===== config.mk =====
export PLATFORM = sky130hd
export DESIGN_NAME = casc_bin_counter
export DESIGN_NICKNAME = d
export VERILOG_FILES = /design/src/rtl/casc_cnt_pkg.sv /design/src/rtl/casc_cnt_ctrl.sv /design/src/rtl/casc_cnt_next.sv /design/src/rtl/casc_cnt_reg.sv /design/src/rtl/casc_cnt_tc.sv /design/src/rtl/casc_bin_counter.sv
export SDC_FILE = /design/constraint.sdc
export NUM_CORES = 1
export LEC_CHECK = 0
export BUFFER_PORTS_ARGS = -buffer_cell sky130_fd_sc_hd__clkbuf_2
export CELL_PAD_IN_SITES_DETAIL_PLACEMENT = 1
export CELL_PAD_IN_SITES_GLOBAL_PLACEMENT = 2
export CORE_AREA = 2 2 39 41
export CTS_BUF_LIST = sky130_fd_sc_hd__clkbuf_2
export DETAILED_ROUTE_END_ITERATION = 8
export DIE_AREA = 0 0 41 43
export HOLD_SLACK_MARGIN = 0.06
export PLACE_DENSITY_LB_ADDON = 0.1
export SYNTH_ARGS = -nofsm -noshare
export SYNTH_HDL_FRONTEND = slang
export SYNTH_HIERARCHICAL = 1
export SYNTH_SLANG_ARGS = --single-unit

===== constraint.sdc =====
create_clock -name clk -period 3.6 [get_ports clk]
set_input_delay 0.72 -clock clk [delete_from_list [all_inputs] [get_ports clk]]
set_output_delay 0.72 -clock clk [all_outputs]
set_load 0.005 [all_outputs]

===== src/rtl/casc_cnt_pkg.sv =====
`timescale 1ns/1ps
package casc_cnt_pkg;

   typedef enum logic [1:0] {
      CNT_OP_HOLD = 2'd0,
      CNT_OP_STEP = 2'd1,
      CNT_OP_LOAD = 2'd2
   } cnt_op_e;

   localparam int INC_ADDER  = 0;
   localparam int INC_TOGGLE = 1;

   localparam int TC_FLAT = 0;
   localparam int TC_TREE = 1;

   // Load outranks counting; counting needs both enables; otherwise hold.
   function automatic cnt_op_e choose_op(input logic ld_n,
                                         input logic en_par,
                                         input logic en_trk);
      if (!ld_n)
         return CNT_OP_LOAD;
      else if (en_par && en_trk)
         return CNT_OP_STEP;
      else
         return CNT_OP_HOLD;
   endfunction

endpackage


===== src/rtl/casc_cnt_ctrl.sv =====
`timescale 1ns/1ps
module casc_cnt_ctrl
   import casc_cnt_pkg::*;
(
   input  logic    ld_n,
   input  logic    en_par,
   input  logic    en_trk,
   output cnt_op_e op
);

   always_comb begin
      op = choose_op(ld_n, en_par, en_trk);
   end

endmodule


===== src/rtl/casc_cnt_next.sv =====
`timescale 1ns/1ps
module casc_cnt_next
   import casc_cnt_pkg::*;
#(
   parameter int WIDTH     = 4,
   parameter int INC_STYLE = INC_TOGGLE
)(
   input  cnt_op_e          op,
   input  logic [WIDTH-1:0] cur,
   input  logic [WIDTH-1:0] din,
   output logic [WIDTH-1:0] nxt
);

   localparam logic [WIDTH-1:0] ONE = WIDTH'(1);

   logic [WIDTH-1:0] inc;

   generate
      if (INC_STYLE == INC_ADDER) begin : g_inc_adder
         assign inc = cur + ONE;
      end else begin : g_inc_toggle
         // Bit i toggles when every lower bit is 1 (prefix AND chain).
         logic [WIDTH:0] low_ones;
         assign low_ones[0] = 1'b1;
         for (genvar i = 0; i < WIDTH; i++) begin : g_bit
            assign low_ones[i+1] = low_ones[i] & cur[i];
            assign inc[i]        = cur[i] ^ low_ones[i];
         end
      end
   endgenerate

   always_comb begin
      unique case (op)
         CNT_OP_LOAD: nxt = din;
         CNT_OP_STEP: nxt = inc;
         default:     nxt = cur;
      endcase
   end

endmodule


===== src/rtl/casc_cnt_reg.sv =====
`timescale 1ns/1ps
module casc_cnt_reg #(
   parameter int WIDTH = 4
)(
   input  logic             clk,
   input  logic             clr_n,
   input  logic [WIDTH-1:0] nxt,
   output logic [WIDTH-1:0] q
);

   always_ff @(posedge clk or negedge clr_n) begin
      if (!clr_n)
         q <= '0;
      else
         q <= nxt;
   end

endmodule


===== src/rtl/casc_cnt_tc.sv =====
`timescale 1ns/1ps
module casc_cnt_tc
   import casc_cnt_pkg::*;
#(
   parameter int WIDTH    = 4,
   parameter int TC_STYLE = TC_FLAT,
   parameter int TC_GROUP = 4
)(
   input  logic [WIDTH-1:0] cnt,
   input  logic             en_trk,
   output logic             tc
);

   localparam int NGRP  = (WIDTH + TC_GROUP - 1) / TC_GROUP;
   localparam int PADW  = NGRP * TC_GROUP;

   generate
      if (TC_STYLE == TC_FLAT) begin : g_flat
         assign tc = en_trk & (&cnt);
      end else begin : g_tree
         logic [PADW-1:0] padded;
         logic [NGRP-1:0] grp_full;
         always_comb begin
            padded            = '1;
            padded[WIDTH-1:0] = cnt;
         end
         for (genvar g = 0; g < NGRP; g++) begin : g_grp
            assign grp_full[g] = &padded[g*TC_GROUP +: TC_GROUP];
         end
         assign tc = en_trk & (&grp_full);
      end
   endgenerate

endmodule


===== src/rtl/casc_bin_counter.sv =====
`timescale 1ns/1ps
module casc_bin_counter
   import casc_cnt_pkg::*;
#(
   parameter int WIDTH     = 4,
   parameter int INC_STYLE = INC_TOGGLE,
   parameter int TC_STYLE  = TC_TREE,
   parameter int TC_GROUP  = 2
)(
   input  logic             clk,
   input  logic             clr_n,
   input  logic             ld_n,
   input  logic             en_par,
   input  logic             en_trk,
   input  logic [WIDTH-1:0] din,
   output logic [WIDTH-1:0] cnt,
   output logic             tc
);

   localparam logic [WIDTH-1:0] ONE = WIDTH'(1);

   generate
      if (WIDTH < 1) begin : g_bad_width
         $error("casc_bin_counter: WIDTH must be at least 1");
      end
      if (INC_STYLE != INC_ADDER && INC_STYLE != INC_TOGGLE) begin : g_bad_inc
         $error("casc_bin_counter: unknown INC_STYLE");
      end
      if (TC_STYLE != TC_FLAT && TC_STYLE != TC_TREE) begin : g_bad_tc
         $error("casc_bin_counter: unknown TC_STYLE");
      end
      if (TC_GROUP < 1) begin : g_bad_grp
         $error("casc_bin_counter: TC_GROUP must be at least 1");
      end
   endgenerate

   cnt_op_e          op;
   logic [WIDTH-1:0] nxt;

   casc_cnt_ctrl u_ctrl (
      .ld_n   (ld_n),
      .en_par (en_par),
      .en_trk (en_trk),
      .op     (op)
   );

   casc_cnt_next #(
      .WIDTH     (WIDTH),
      .INC_STYLE (INC_STYLE)
   ) u_next (
      .op  (op),
      .cur (cnt),
      .din (din),
      .nxt (nxt)
   );

   casc_cnt_reg #(
      .WIDTH (WIDTH)
   ) u_reg (
      .clk   (clk),
      .clr_n (clr_n),
      .nxt   (nxt),
      .q     (cnt)
   );

   casc_cnt_tc #(
      .WIDTH    (WIDTH),
      .TC_STYLE (TC_STYLE),
      .TC_GROUP (TC_GROUP)
   ) u_tc (
      .cnt    (cnt),
      .en_trk (en_trk),
      .tc     (tc)
   );

   // ---------------- embedded checks ----------------

   // a load captures din whatever the enables are.
   assert_load_capture_R3: assert property (
      @(posedge clk) disable iff (!clr_n)
      !ld_n |=> cnt == $past(din)
   ) else $error("load did not capture din");

   // both enables high steps by one.
   assert_step_one_R5: assert property (
      @(posedge clk) disable iff (!clr_n)
      (ld_n && en_par && en_trk) |=> cnt == $past(cnt) + ONE
   ) else $error("count did not step by one");

   // either enable low holds the count.
   assert_hold_R5: assert property (
      @(posedge clk) disable iff (!clr_n)
      (ld_n && !(en_par && en_trk)) |=> $stable(cnt)
   ) else $error("count moved while an enable was low");

   // step from all ones gives zero.
   assert_wrap_R7: assert property (
      @(posedge clk) disable iff (!clr_n)
      (ld_n && en_par && en_trk && (&cnt)) |=> cnt == '0
   ) else $error("no wrap to zero");

   // terminal count stays low while the trickle enable is low.
   assert_tc_gated_R6: assert property (
      @(posedge clk) disable iff (!clr_n)
      !en_trk |-> !tc
   ) else $error("tc high with en_trk low");

   // the count is zero while clear is held.
   assert_clear_zero_R2: assert property (
      @(negedge clk)
      !clr_n |-> cnt == '0
   ) else $error("count nonzero during clear");

endmodule


* Word level (Yosys, flattened, before mapping)
Index checks and enable logic that the tools add are counted. W data, S select, Z words.
Word-level totals: flip-flop bits (word level) 4, input port bits 9, output and inout port bits 5, word-level logic and storage cells 16
Operators by class: eq/ne operators 2, mux-type cells 3, bitwise gates (word level) 7, reduce and logical (&&, ||, !) cells 3
Operators with widths (count):
- $pmux W4 S2 | 1
- $reduce_and A4 Y1 | 1
- $and A1 B1 Y1 | 3
- $xor A1 B1 Y1 | 3
- $eq A2 B1 Y1 const B | 1
- $eq A2 B2 Y1 const B | 1
- $mux W2 | 1
- $reduce_bool A2 Y1 | 1
- $logic_and A1 B1 Y1 | 1
- $mux W1 | 1
- $not A1 Y1 | 1

* Depth between registers and ports, before layout
word-level depth 5, gate-level depth with buffers 7

* Cells and area by module
The synthesis kept the hierarchy.
Modules (own cells, without submodules):
- casc_cnt_next | instances 1, cells an instance 22, area each 158.9 um2, sequential area each 0.0 um2
- casc_cnt_reg | instances 1, cells an instance 4, area each 100.1 um2, sequential area each 100.1 um2
- casc_cnt_tc | instances 1, cells an instance 3, area each 12.5 um2, sequential area each 0.0 um2
- casc_cnt_ctrl | instances 1, cells an instance 2, area each 10.0 um2, sequential area each 0.0 um2

* Worst setup path before layout
No wires, ideal clock.
kind input to register, start input ld_n, end register u_reg.q[0], setup time 0.130 ns, data arrival time 1.588 ns, path slack 1.882 ns, stages on the path 6, buffers on the path 1, cells stage by stage and3_1 inv_1 ha_1 buf_6 a221oi_1 a21oi_1
On the way: cells in the longest elaborated chain, start to end 3
RTL lines:
- from (decl) | RTL line casc_bin_counter.sv:12 | input logic ld_n,
- $mux W2 (*) | RTL line casc_cnt_pkg.sv:20 | if (!ld_n)
- $eq A2 B1 Y1 or $eq A2 B2 Y1 (tied branches) | RTL line casc_cnt_next.sv:33 | unique case (op)
- $pmux W4 S2 (*) | RTL line casc_cnt_next.sv:33
- named net nxt[0] | RTL line casc_bin_counter.sv:38 | logic [WIDTH-1:0] nxt;
- to (signal assigned) | RTL line casc_cnt_reg.sv:15 | q <= nxt;
- to (decl) | RTL line casc_cnt_reg.sv:8 | output logic [WIDTH-1:0] q
Mark *: on every way through the listed nets, which the timed path passes. The rest lies on a longest branch. A chain may end at the register's enable or synchronous reset.

* Worst setup path in the final report
start input en_trk, end output tc
On the way: cells in the longest elaborated chain, start to end 1
RTL lines:
- from (decl) | RTL line casc_bin_counter.sv:14 | input logic en_trk,
- $and A1 B1 Y1 | RTL line casc_cnt_tc.sv:30 | assign tc = en_trk & (&grp_full);
- to (decl) | RTL line casc_bin_counter.sv:17 | output logic tc
No other way between the ends.

==> results.yml <==
status:
  status: "finished, final reports clean"
power_and_ir_drop:
  ir_worst_vdd_mv: 0.124
  p_per_area_nw_per_um2: 351
  power_mw: 0.130
  p_leak_nw: 0.204
logic_synthesis:
  synth_area_leaders: "dfrtp_1 36%, ha_1 18%, nand2_1 6.7%"
  ys_warn_count: 6
  synth_flop_cell: "dfrtp_1"
  synthArstFlopShare_pct: 100
  synth_largest_area_cell: "dfrtp_1"
  synthTopCellsByCount: "5 x nand2_1, 4 x dfrtp_1, 4 x ha_1, 4 x inv_1"
  ys_ff_latch: 4
  syn-num-nets: 44
  netlist_instances: 31
  synth_top_cell_area_share_pct: 35.6
  synthMostInstantiatedCell: "nand2_1"
  ys_seq_area_share_pct: 35.6
  synth-edff-count: 0
  synthDistinctLibCells: 16
  synth_area_per_cell_sq_um: 9.08
  synth_area_sq_um: 282
sta:
  worst_pin_slew_ns: 0.284
  skew_ns: 0.00415
  hold_viol: 0
  post-route-period-util_pct: 50.9
  fmax_mhz: 546
  slew_violations: 0
  period_minus_slack_ns: 1.83
  fin_tns_setup_ns: 0
  slew_headroom_pct: 81.1
  rsz0062_at_grt: "false"
  whs_ns: 0.318
  worst_slack_ns: 1.77
  setup_viol: 0
die:
  start_util_pct: 20.3
  core_area_sq_um: 1380
  die-area_sq_um: 1760
  ios: 14
  die_y_um: 43
  dieWidth_um: 41
  num_rows: 14
run:
  drv_cap: 0
min_path:
  hp-class: "primary input to async pin"
routing:
  drt_iter0_markers: 2
  routed_via_density: 4.53
  dr.pass1.iters: 2
  dr_total_vias: 281
  ant_nets: 0
  post_drt_wl_per_cell_um: 12.2
  drt-total-wl_um: 757
  remaining_drc_errors: 0
layout:
  regMostFlops: "u_reg/q"
  reg_top3: "u_reg/q: 4 flops"
  nets: 61
  final_layout_size_suffix_gt1_share_pct: 37.0
  final_cell_area_sq_um: 370
  antenna_cells: 0
  multi_input_area_sq_um: 155
  fillers: 171
  largest_reg_flops: 4
  area_delta_synth_final_pct: 31.6
  seq_area_sq_um: 100
global_routing:
  grt_pass1_vias: 299
  grt_util_all_layers_pct: 11.7
  grt_max_degree: 10
  antenna_found_initial: 0
  grt_pass1_wl_um: 1280
  overflow: 0
clocking:
  cts_buffer_depth: 2
  cts.clk_slew.worst_paths_ns: 0.04
  root_buffer: "clkbuf_2"
  tritoncts: "done"
  cts_sinks: 4
  clock_latency_ns: 0.20
  cts_hold_buffers: 0
  numCtsBuffers: 3
  h-tree-depth: 1
  post-cts-setup-buffer-count: 0
  cts_resized: 0
setup_path:
  end_kind: "output port"
  crit_required_ns: 2.88
  path_class: "primary input to output port"
  path_max_fanout: 2
  critPathLaunchType: "primary input"
  critPathArrivalTime_ns: 1.11
placed_design:
  hpwl_um: 634
  port_buffers: 13
  post-place-ws_ns: 1.69
  place_congestion: 0.701
  placed_area_sq_um: 355
[final cells by class]
type                            count  area share (%)
Sequential cell                     4            27.0
Inverter                            4            4.05
Multi-Input combinational cell     22            41.9
Tap cell                           16            5.41
Clock buffer                        3            4.05
Timing Repair Buffer               13            17.6
[power breakdown]
part | internal [mW] | switching [mW]
combinational | 0.0159 | 0.0169
clock | 0.0224 | 0.0171
sequential | 0.0510 | 0.00673
total | 0.0892 | 0.0407
[through the flow]
stage          instances  utilization, %
3_5_place_dp          59            25.7
4_1_cts               62            26.8
6_report              62            26.8
2_1_floorplan         31               -
5_1_grt               62            26.8
3_3_place_gp          59            25.7
[final timing paths]
kind / cells after the start / to / start / slack (ns)
worst min register to register: 2 / u_reg/q[2] / u_reg/q[2] / 0.55
worst min-delay path: 1 / u_reg/q[0] / clr_n / 0.32
max in group asynchronous: 1 / u_reg/q[2] / clr_n / 3.15
min in group clk: 2 / u_reg/q[2] / u_reg/q[2] / 0.55
worst max register to register: 5 / u_reg/q[3] / u_reg/q[0] / 2.29
worst max-delay path: 4 / tc / en_trk / 1.77
[worst max-delay path, cell delays in order]
cell and delay, ns:
clkbuf_2 0.09, nand3_1 0.09, nor2_1 0.10, clkbuf_2 0.11
[per-layer routing]
metal | vias to the layer above | track usage [%] | share of wire [%]
met3 | 0 | 7.85 | 7.1
met4 | 0 | 2.00 | 0
met1 | 133 | 13.6 | 40
li1 | 139 | - | -
met5 | - | 0 | 0
met2 | 9 | 17.5 | 53
[layout by cell type, fill, tap and decap left out]
cell	synthesis	final
nor2_1	1	1
a221oi_1	1	1
nor3b_2	1	1
nand2_1	5	5
and2b_1	1	1
o21ai_0	2	2
a21oi_1	1	1
o21ai_1	1	1
dfrtp_1	4	4
inv_1	4	4
o211ai_1	1	1
and3_1	1	1
a22oi_1	2	2
ha_1	4	4
clkbuf_2	0	16
nand3_1	1	1
[kinds of logic after synthesis]
family	after synthesis	share of synthesized area, %
buffers and inverters	5	9.33
AO/OA/AOI/OAI	8	18.2
AND/OR/NAND/NOR	10	19.1
flip-flops	4	35.6
adder cells (fa/ha/maj)	4	17.8
No activity file was read; power rests on OpenSTA's default activity.
